===== config.mk =====
export PLATFORM = sky130hd
export DESIGN_NAME = mbox_duplex
export DESIGN_NICKNAME = d
export VERILOG_FILES = /design/src/rtl/mbx_pkg.sv /design/src/rtl/mbx_decode.sv /design/src/rtl/mbx_channel.sv /design/src/rtl/mbox_duplex.sv
export SDC_FILE = /design/constraint.sdc
export NUM_CORES = 1
export LEC_CHECK = 0
export ABC_CLOCK_PERIOD_IN_PS = 1700
export CAP_MARGIN = 20
export CORE_MARGIN = 2
export CORE_UTILIZATION = 40
export CTS_CLUSTER_SIZE = 30
export DETAILED_ROUTE_END_ITERATION = 6
export HOLD_SLACK_MARGIN = 0.05
export MAX_ROUTING_LAYER = met4
export PLACE_DENSITY_LB_ADDON = 0.2
export SYNTH_ARGS = -nofsm -noshare
export SYNTH_HDL_FRONTEND = slang
export SYNTH_SLANG_ARGS = --single-unit

===== constraint.sdc =====
create_clock -name clk -period 1.7 [get_ports clk]
set_input_delay 0.17 -clock clk [delete_from_list [all_inputs] [get_ports clk]]
set_output_delay 0.17 -clock clk [all_outputs]
set_load 0.02 [all_outputs]

===== src/rtl/mbx_pkg.sv =====
package mbx_pkg;
  localparam int unsigned NUM_WORDS = 8;
  localparam int unsigned IDX_W     = 3;

  typedef enum logic [IDX_W-1:0] {
    RG_A2B_EN  = 3'd0,
    RG_A2B_ST  = 3'd1,
    RG_A2B_CMD = 3'd2,
    RG_A2B_DAT = 3'd3,
    RG_B2A_EN  = 3'd4,
    RG_B2A_ST  = 3'd5,
    RG_B2A_CMD = 3'd6,
    RG_B2A_DAT = 3'd7
  } reg_idx_e;
endpackage


===== src/rtl/mbx_decode.sv =====
module mbx_decode
  import mbx_pkg::*;
#(
  parameter int unsigned ADDR_W = 6
) (
  input  logic                 req_valid,
  input  logic                 req_write,
  input  logic [ADDR_W-1:0]    req_addr,
  output logic [NUM_WORDS-1:0] wr_hit,
  output logic                 rd_fire,
  output logic                 rd_defined,
  output logic [IDX_W-1:0]     rd_idx
);
  logic [ADDR_W-1:0] word_addr;
  logic              in_range;

  assign word_addr  = req_addr >> 2;
  assign in_range   = (word_addr < ADDR_W'(NUM_WORDS));
  assign rd_idx     = word_addr[IDX_W-1:0];
  assign rd_fire    = req_valid && !req_write;
  assign rd_defined = in_range;
  assign wr_hit     = (req_valid && req_write && in_range)
                      ? (NUM_WORDS'(1) << word_addr[IDX_W-1:0]) : '0;
endmodule


===== src/rtl/mbx_channel.sv =====
module mbx_channel #(
  parameter int unsigned DATA_W      = 32,
  parameter bit          HAS_TRIGGER = 1'b0
) (
  input  logic              clk,
  input  logic              rst_n,
  input  logic              en_we,
  input  logic [DATA_W-1:0] en_wdata,
  input  logic              cmd_we,
  input  logic              dat_we,
  input  logic [DATA_W-1:0] wdata,
  input  logic              clr_we,
  input  logic              clr_bit,
  output logic [DATA_W-1:0] en_q,
  output logic [DATA_W-1:0] status_q,
  output logic [DATA_W-1:0] cmd_q,
  output logic [DATA_W-1:0] dat_q,
  output logic              irq
);
  localparam int unsigned       HALF     = DATA_W / 2;
  localparam int unsigned       TRIG_BIT = 8;
  localparam logic [HALF-1:0]   ONE      = {{(HALF-1){1'b0}}, 1'b1};
  localparam logic [HALF-1:0]   EN_BITS  = ONE | (HAS_TRIGGER ? (ONE << TRIG_BIT) : '0);

  logic [HALF-1:0] en_r;
  logic [HALF-1:0] en_mask;
  logic            pend;
  logic            post;

  assign en_mask = en_wdata[DATA_W-1:HALF] & EN_BITS;

  always_ff @(posedge clk or negedge rst_n) begin
    if (!rst_n) begin
      en_r  <= '0;
      cmd_q <= '0;
      dat_q <= '0;
    end else begin
      if (en_we)  en_r  <= (en_r & ~en_mask) | (en_wdata[HALF-1:0] & en_mask);
      if (cmd_we) cmd_q <= wdata;
      if (dat_we) dat_q <= wdata;
    end
  end

  generate
    if (HAS_TRIGGER) begin : g_trig
      logic armed;
      logic two_step;
      assign two_step = en_r[TRIG_BIT];
      assign post     = two_step ? (dat_we && armed) : cmd_we;
      always_ff @(posedge clk or negedge rst_n) begin
        if (!rst_n)                  armed <= 1'b0;
        else if (post)               armed <= 1'b0;
        else if (cmd_we && two_step) armed <= 1'b1;
      end
    end else begin : g_cmd_only
      assign post = cmd_we;
    end
  endgenerate

  always_ff @(posedge clk or negedge rst_n) begin
    if (!rst_n)                  pend <= 1'b0;
    else if (post)               pend <= 1'b1;
    else if (clr_we && clr_bit)  pend <= 1'b0;
  end

  assign irq      = pend && en_r[0];
  assign en_q     = {{(DATA_W-HALF){1'b0}}, en_r};
  assign status_q = {{(DATA_W-1){1'b0}}, pend};
endmodule


===== src/rtl/mbox_duplex.sv =====
module mbox_duplex
  import mbx_pkg::*;
#(
  parameter int unsigned ADDR_W = 6,
  parameter int unsigned DATA_W = 32
) (
  input  logic              clk,
  input  logic              rst_n,
  input  logic              a_valid,
  output logic              a_ready,
  input  logic              a_write,
  input  logic [ADDR_W-1:0] a_addr,
  input  logic [DATA_W-1:0] a_wdata,
  output logic              a_rvalid,
  output logic [DATA_W-1:0] a_rdata,
  input  logic              b_valid,
  output logic              b_ready,
  input  logic              b_write,
  input  logic [ADDR_W-1:0] b_addr,
  input  logic [DATA_W-1:0] b_wdata,
  output logic              b_rvalid,
  output logic [DATA_W-1:0] b_rdata,
  output logic              irq_to_a,
  output logic              irq_to_b
);
  localparam int unsigned SIDES = 2;

  logic [SIDES-1:0]                 s_valid, s_write;
  logic [SIDES-1:0][ADDR_W-1:0]     s_addr;
  logic [SIDES-1:0][NUM_WORDS-1:0]  s_hit;
  logic [SIDES-1:0]                 s_rd, s_def;
  logic [SIDES-1:0][IDX_W-1:0]      s_idx;
  logic [SIDES-1:0]                 s_rvalid;
  logic [SIDES-1:0][DATA_W-1:0]     s_rdata;
  logic [DATA_W-1:0]                regs [NUM_WORDS];
  logic                             unused_hits;

  assign s_valid = {b_valid, a_valid};
  assign s_write = {b_write, a_write};
  assign s_addr  = {b_addr, a_addr};

  generate
    for (genvar s = 0; s < SIDES; s++) begin : g_side
      mbx_decode #(.ADDR_W(ADDR_W)) u_dec (
        .req_valid (s_valid[s]),
        .req_write (s_write[s]),
        .req_addr  (s_addr[s]),
        .wr_hit    (s_hit[s]),
        .rd_fire   (s_rd[s]),
        .rd_defined(s_def[s]),
        .rd_idx    (s_idx[s])
      );
      always_ff @(posedge clk or negedge rst_n) begin
        if (!rst_n) begin
          s_rvalid[s] <= 1'b0;
          s_rdata[s]  <= '0;
        end else begin
          s_rvalid[s] <= s_rd[s];
          if (s_rd[s]) s_rdata[s] <= s_def[s] ? regs[s_idx[s]] : '0;
        end
      end
    end
  endgenerate

  mbx_channel #(.DATA_W(DATA_W), .HAS_TRIGGER(1'b1)) u_a2b (
    .clk(clk), .rst_n(rst_n),
    .en_we   (s_hit[0][RG_A2B_EN]),  .en_wdata(a_wdata),
    .cmd_we  (s_hit[0][RG_A2B_CMD]), .dat_we  (s_hit[0][RG_A2B_DAT]),
    .wdata   (a_wdata),
    .clr_we  (s_hit[1][RG_A2B_ST]),  .clr_bit (b_wdata[0]),
    .en_q    (regs[RG_A2B_EN]),  .status_q(regs[RG_A2B_ST]),
    .cmd_q   (regs[RG_A2B_CMD]), .dat_q   (regs[RG_A2B_DAT]),
    .irq     (irq_to_b)
  );

  mbx_channel #(.DATA_W(DATA_W), .HAS_TRIGGER(1'b0)) u_b2a (
    .clk(clk), .rst_n(rst_n),
    .en_we   (s_hit[0][RG_B2A_EN]),  .en_wdata(a_wdata),
    .cmd_we  (s_hit[1][RG_B2A_CMD]), .dat_we  (s_hit[1][RG_B2A_DAT]),
    .wdata   (b_wdata),
    .clr_we  (s_hit[0][RG_B2A_ST]),  .clr_bit (a_wdata[0]),
    .en_q    (regs[RG_B2A_EN]),  .status_q(regs[RG_B2A_ST]),
    .cmd_q   (regs[RG_B2A_CMD]), .dat_q   (regs[RG_B2A_DAT]),
    .irq     (irq_to_a)
  );

  assign unused_hits = ^{s_hit[0][RG_A2B_ST], s_hit[0][RG_B2A_CMD], s_hit[0][RG_B2A_DAT],
                         s_hit[1][RG_A2B_EN], s_hit[1][RG_A2B_CMD], s_hit[1][RG_A2B_DAT],
                         s_hit[1][RG_B2A_EN], s_hit[1][RG_B2A_ST]};

  assign a_ready  = 1'b1;
  assign b_ready  = 1'b1;
  assign a_rvalid = s_rvalid[0];
  assign b_rvalid = s_rvalid[1];
  assign a_rdata  = s_rdata[0];
  assign b_rdata  = s_rdata[1];
endmodule


# After elaboration in Yosys (flattened, before gate mapping)
# Index checks and enable logic that the tools add are counted.
# word_totals
regBits	229
in_bits	82
output_inout_bits	70
word_cells	63
# classes
reduce_logical	17
magnitude_cmp	4
muxes	17
n_bitwise	10
shifts	2
# op_table
operator	n
32-bit binary-select mux with 3-bit select	2
32-bit two-way mux	6
16-bit AND	2
16-bit OR	2
16-bit by 1-bit AND with 16-bit output	1
16-bit by 9-bit AND with 16-bit output	1
1-bit inverter with 16-bit output	1
9-bit inverter with 16-bit output	1
1-bit logical AND	12
4-bit >= comparator (second input constant)	2
4-bit < comparator (second input constant)	2
8-bit two-way mux	1
3-bit inverter with 4-bit output	2
1-bit by 3-bit << shifter with 8-bit output (first input constant)	1
1-bit two-way mux	7
6-bit two-way mux	1
2-bit nonzero test	3
1-bit by 3-bit << shifter with 6-bit output (first input constant)	1
1-bit logical NOT	2

# Logic depth before layout (Yosys ltp)
# Gate-level depths: netlist (run 1).
# depth
ltp_word	6
mapped_depth	6

# Hierarchy
# From an unflattened synthesis (run 1), not the netlist that was laid out.
# unflattened
hier_cells	1052
area_unflattened_um2	13309.0
# modules_own_cells
module	instances	seq_area_each_um2	area_per_inst_um2	cells_each
mbox_duplex	1	1651.6	6587.6	596
mbx_channel at u_a2b	1	1701.6	3271.9	213
mbx_channel at u_b2a	1	1651.6	3219.3	207
mbx_decode	2	0.0	115.1	18

# Worst setup path before layout (run 1)
# Ideal clock, no wire load.
# synth_path
path_type	input to register
start	input port a_addr[4]
end	register u_a2b.cmd_q[10]
required_time_ns	1.575
path_slack_ns	0.078
path_stages	5
setup_ns	0.125
arrival_ns	1.498
path_cell_list	buf_2 -> and4bb_1 -> nor3b_4 -> buf_6 -> mux2_2
# synth_between
elab_chain_len	3
# synth_rtl
element	line_no	rtl
start, declared	mbox_duplex.sv:12	input logic [ADDR_W-1:0] a_addr,
4-bit < comparator	mbx_decode.sv:18	assign in_range = (word_addr < ADDR_W'(NUM_WORDS));
1-bit logical AND	mbx_decode.sv:22	assign wr_hit = (req_valid && req_write && in_range)
6-bit two-way mux *	mbx_decode.sv:23	? (NUM_WORDS'(1) << word_addr[IDX_W-1:0]) : '0;
end signal, assigned	mbx_channel.sv:39	if (cmd_we) cmd_q <= wdata;
end, declared	mbx_channel.sv:16	output logic [DATA_W-1:0] cmd_q,
# Every way passes the cells marked *; elsewhere a longest branch is shown, timed or not.
# A chain may end at the register's enable or synchronous reset.

# Worst setup path after layout (run 1)
# layout_path
start	register s_rdata, in the netlist b_rdata[3]
end	output port b_rdata[3]
# layout_rtl
element	line_no	rtl
start, declared	mbox_duplex.sv:34	logic [SIDES-1:0][DATA_W-1:0] s_rdata;
start signal, assigned by index	mbox_duplex.sv:59	if (s_rd[s]) s_rdata[s] <= s_def[s] ? regs[s_idx[s]] : '0;
end, declared	mbox_duplex.sv:22	output logic [DATA_W-1:0] b_rdata,
# No word-level cell between the ends.

==> flow_summary.toml, run 1 <==
[pwr]
p_per_area_nw_per_um2 = 1090
p_leak_nw = 5.20
ir_drop_v = 0.000610

[critical_path]
cp_slowest_cell = "clkdlybuf4s50_1"
end_kind = "output port"
cp_cell_sequence = "clkdlybuf4s50_1"
crit_family = "buffers and inverters"
cp.required_ns = 1.53
path_class = "reg -> out"
path_max_fanout = 2
crit_path_max_incr_delay_ns = 0.64
startpoint_type = "flip-flop"
crit_buf_inv = 1
worstPathArrival_ns = 1.46

[floorplan]
die_w_um = 155
row_count = 55
start_util_pct = 40.4
die_area_um2 = 23900
die_y_um = 155
io-pin-count = 152
core-area_um2 = 22500

[logic_synthesis]
synth-warning-count = 0
yosys.area.top_type = "dfrtp_1"
synth.distinct_cells = 40
synth_seq_cells = 200
synth.most_common_cell = "dfrtp_1"
ys_async_sr_fraction_pct = 100
ys_top_cells_by_count = "200 x dfrtp_1, 130 x mux2_2, 62 x mux4_2"
synthFlopType = "dfrtp_1"
syn_avg_cell_area_um2 = 16.1
synth-edff-count = 0
yosysSeqAreaShare_pct = 55.1
syn-instance-count = 565
synth_top_area_share_pct = 55.1
synth_area_leaders = "dfrtp_1 55%, mux2_2 16%, mux4_2 15%"
syn_area_um2 = 9090

[routing]
met1Wirelength_mm = 10.6
num_vias = 5886
antenna_left = 0
wl_met2_mm = 12.0
routed.top_layer = "met4"
wl_per_cell_um = 23.8
vias_per_cell = 5.68
drt_pass1_iterations = 4
drtIter0Drc = 252
drc = 0
wl_met3_mm = 1.67
wl_mm = 24.6

[cells_and_area]
design_area_um2 = 11900
finalNonFillerCells = 1036
regArea_um2 = 5000
drive_above_1_share_pct = 39.3
nets = 817
areaGrowthSynthToFinish_pct = 31.1
n_fill_cell = 1811
multiInputGateArea_um2 = 3850

[sta]
rsz0062_at_grt = "no"
period_minus_slack_ns = 1.63
setup_viol = 0
finalHoldViolCount = 0
finalClockSkew_ns = 0.0170
setup_slack_ns = 0.0714
max_freq_ghz = 0.614
slew_viol_final = 0
whs_ns = 0.248
fin_crit_sh_pct = 95.8

[clock_network]
clk_path_buf_depth = 2
cts_setup_buffers = 0
cts.sinks = 200
cts_max_level = 4
numCtsBuffers = 17
cts_tree = "yes"
clk_latency_ns = 0.43
root_buffer = "clkbuf_16"
cts.clk_slew.worst_paths_ns = 0.07

[worst_hold_path]
hold_path.class = "in -> async"

[placed_design]
portBuffers = 145
placedInstanceArea_um2 = 11300
dp_cells = 1000
dp_slack_ns = -0.377
gp_congestion = 0.850
hpwl_mm = 16.6

[global_routing]
grt_pass1_vias = 6568
antenna_found_initial = 3
gr-total-overflow = 0
grt_pass1_wl_mm = 38.5
grt_max_degree = 51
grt_use_total_pct = 22.1

[job]
cap_violations = 0

[status]
status = "completed"
==> state kept, by name, summed over array words and instances, names as in the netlist, named ones only <==
register / count
u_a2b.g_trig.armed: 1
u_a2b.pend: 1
b_rvalid: 1
b_rdata: 32
u_b2a.cmd_q: 32
a_rvalid: 1
u_b2a.dat_q: 32
u_a2b.cmd_q: 32
a_rdata: 32
u_a2b.dat_q: 32
u_b2a.pend: 1
==> layout make-up <==
type / count / area share [%]
repair buffers: 198 / 17.1
well taps: 285 / 2.99
inverters: 5 / 0.157
multi-input cells: 313 / 32.3
clock inverters: 12 / 1.56
diodes: 3 / 0.0630
clock buffers: 20 / 3.83
flip-flops and latches: 200 / 42.0
==> cell families after synthesis <==
family          Yosys count  share of synthesized area [%]
other cells               1                         0.0413
simple gates             33                           2.44
flops                   200                           55.1
mux                     200                           32.4
buf+inv                  53                           2.90
compound gates           78                           7.17
==> through the flow <==
| step | TNS (ns) | util [%] | total power [mW] |
|---|---|---|---|
| after floorplan | 0 | - | 7.56 |
| after global placement | -32.86 | 50.0 | 8.53 |
| after detailed placement | -38.21 | 50.0 | 8.68 |
| after CTS | 0 | 52.9 | 13.1 |
| after global routing | 0 | 53.0 | 13.6 |
| final | 0 | 53.0 | 13.0 |
==> metal layers <==
layer  global-route usage (%)  vias up
li1                         -     2537
met2                     35.3      201
met1                     28.8     3135
met4                     5.91        0
met5                        -        -
met3                     5.10       13
==> power by group <==
group / switching, mW / internal [mW]
logic: 0.943 / 1.57
registers: 0.559 / 5.52
clock network: 1.83 / 2.57
==> cell usage in the layout (no fill, tap or decap), types with 3 or more instances in the layout <==
master / count
nand3_1: 4
nor2_1: 3
bufinv_16: 4
buf_2: 3
clkdlybuf4s50_1: 138
buf_4: 37
clkbuf_8: 3
mux2_1: 3
a22o_1: 60
inv_1: 5
clkbuf_16: 17
nand2_1: 4
clkinv_4: 3
mux4_2: 62
mux2_2: 130
dfrtp_1: 200
diode_2: 3
o21ai_0: 6
nand2b_1: 3
inv_6: 4
buf_12: 16
mux2i_1: 5
==> timing repair <==
action                                  in CTS  in global routing
endpoints found under the setup margin       2                  2
cloned                                       0                  0
gates resized for setup                      2                  1
hold endpoints to repair                    44                  0
hold buffers                                 1                  0
==> final timing paths <==
path	slack [ns]	from	cells after the start	end
setup / recovery	0.07	b_rdata[3]	1	b_rdata[3]
hold / removal	0.25	rst_n	2	b_rvalid
setup reg to reg	0.34	flip-flop	2	u_a2b.g_trig.armed
hold reg to reg	0.50	a_rdata[20]	1	a_rdata[20]
max in group asynchronous	0.68	rst_n	3	u_b2a.cmd_q[19]
min in group clk	0.28	b_addr[4]	4	u_a2b.pend
Note: power is estimated with default switching activity, not from simulation.
==> run 2: changes to the inputs <==
--- a/config.mk
+++ b/config.mk
@@ -11,6 +11,7 @@
 export CORE_UTILIZATION = 40
 export CTS_CLUSTER_SIZE = 30
 export DETAILED_ROUTE_END_ITERATION = 6
+export DONT_BUFFER_PORTS = 1
 export HOLD_SLACK_MARGIN = 0.05
 export MAX_ROUTING_LAYER = met4
 export PLACE_DENSITY_LB_ADDON = 0.2
==> run 2 against run 1 <==
  * The flow now finishes with violations (negative hold slack)
  * Core utilization decreased by 4.8 points
  * Routed wire length decreased by 3.4%
  * Register-to-register slack got worse by 0.22 ns
  * Clock power decreased by 7.3%
  * Non-clock buffer count decreased by 102
  * Critical path type is now reg -> reg
  * Largest power group unchanged
==> flow_summary.toml, run 2 (synthesis results as in run 1) <==
[status]
status = "finished, violations left"
violations = "negative hold slack"

[critical_path]
end_kind = "flip-flop"
worstPathArrival_ns = 1.92
crit_path_max_incr_delay_ns = 0.55
cp.required_ns = 2.04
cp_slowest_cell = "dlygate4sd3_1"
worstRegToRegCells = 4
cp_cell_sequence = "mux2i_1, a311o_1, dlygate4sd3_1, o21ai_0"
path_class = "reg -> reg"
path_max_fanout = 4
startpoint_type = "flip-flop"

[placed_design]
gp_congestion = 0.775
hpwl_mm = 13.8
placedInstanceArea_um2 = 9440
dp_cells = 819
portBuffers = 0

[routing]
drc = 0
drt_pass1_iterations = 4
antenna_left = 0
vias_per_cell = 5.86
drtIter0Drc = 217
num_vias = 5446
wl_per_cell_um = 25.6
wl_mm = 23.8

[sta]
rsz0062_at_grt = "no"
period_minus_slack_ns = 1.58
setup_viol = 0
finalHoldViolCount = 200
finalClockSkew_ns = 0.00970
max_freq_ghz = 0.635
fin_crit_sh_pct = 92.7
slew_viol_final = 0
whs_ns = -0.562
setup-tns-final_ns = 0

[clock_network]
cts.sinks = 200
cts.clk_slew.worst_paths_ns = 0.07
cts_hold_buf = 79
numCtsBuffers = 17
cts_tree = "yes"
root_buffer = "clkbuf_16"
clk_path_buf_depth = 2
cts_setup_buffers = 0
clk_latency_ns = 0.43
cts_max_level = 4
ctsResizeCount = 0

[floorplan]
io-pin-count = 152
die_w_um = 155
die_area_um2 = 23900
die_y_um = 155
row_count = 55
start_util_pct = 40.4
core-area_um2 = 22500

[cells_and_area]
finalNonFillerCells = 929
layout_common_cells = "200 x dfrtp_1, 130 x mux2_2, 78 x dlygate4sd3_1"
design_area_um2 = 10800
areaGrowthSynthToFinish_pct = 19.4
nets = 715
drive_above_1_share_pct = 39.1
final_common_cell = "dfrtp_1"
n_antenna_cell = 0
multiInputGateArea_um2 = 3850
n_fill_cell = 1925
regArea_um2 = 5000
postLayoutCoreUtil_pct = 48.2

[global_routing]
gr-total-overflow = 0
grt_use_total_pct = 21.3
grt_pass1_vias = 6079
grt_max_degree = 201
grt_pass1_wl_mm = 36.6
antenna_found_initial = 0

[pwr]
p_per_area_nw_per_um2 = 1110
ir_drop_v = 0.000566
p_leak_nw = 4.73

[job]
cap_violations = 0

[worst_hold_path]
hold_path.class = "in -> async"
==> run 2: cell types whose count changed in the layout (fill, tap and decap cells not counted), moves of 3 or more <==
cell             delta
clkdlybuf4s50_1   -138
dlygate4sd3_1      +77
buf_4              -28
buf_12              -7
buf_2               -3
clkinvlp_4          +3
diode_2             -3
inv_6               -3
==> run 2: routing by layer <==
| metal | up-vias | wire length (µm) | global-route usage (%) |
|---|---|---|---|
| met1 | 2931 | 10100 | 26.3 |
| met4 | 0 | 408 | 7.10 |
| met5 | - | 0 | - |
| met3 | 29 | 1360 | 4.90 |
| met2 | 164 | 11900 | 34.8 |
| li1 | 2322 | - | - |
==> run 2: final timing paths <==
check | from | endpoint | slack, ns
setup / recovery | u_b2a.pend | a_rdata[0] | 0.12
hold / removal | rst_n | b_rdata[30] | -0.56
setup reg to reg | u_b2a.pend | a_rdata[0] | 0.12
hold reg to reg | u_a2b.dat_q[7] | u_a2b.dat_q[7] | 0.51
max in group asynchronous | rst_n | u_b2a.cmd_q[1] | 1.93
min in group clk | a_addr[4] | a_rdata[23] | 0.07
==> run 2: layout make-up <==
cell class / instances / area share, %
clock inverters: 9 / 1.08
multi-input cells: 313 / 35.5
repair buffers: 96 / 9.48
flip-flops and latches: 200 / 46.1
well taps: 285 / 3.29
clock buffers: 21 / 4.34
inverters: 5 / 0.173
==> run 2: stage by stage <==
stage               power [mW]  setup WS (ns)  hold slack [ns]
floorplan                 7.56         0.0776           -0.126
global placement          7.74          0.171           -0.121
global route              12.6         0.0548           -0.595
finish                    12.1          0.124           -0.562
CTS                       12.2          0.125           -0.585
detailed placement        7.88          0.125           -0.121
==> run 2: worst max-delay path, delay by kind of cell, from the launching register on <==
kind,cells,cell delay (ns)
AOI/OAI and AO/OA,2,0.47
buffers and inverters,1,0.55
DFF,1,0.39
muxes,1,0.09
==> run 2: power by group <==
part | internal (mW) | leakage, nW | switching [mW]
Sequential | 5.52 | 2.62 | 0.728
Combinational | 1.24 | 1.84 | 0.515
Clock | 2.29 | 0.278 | 1.80
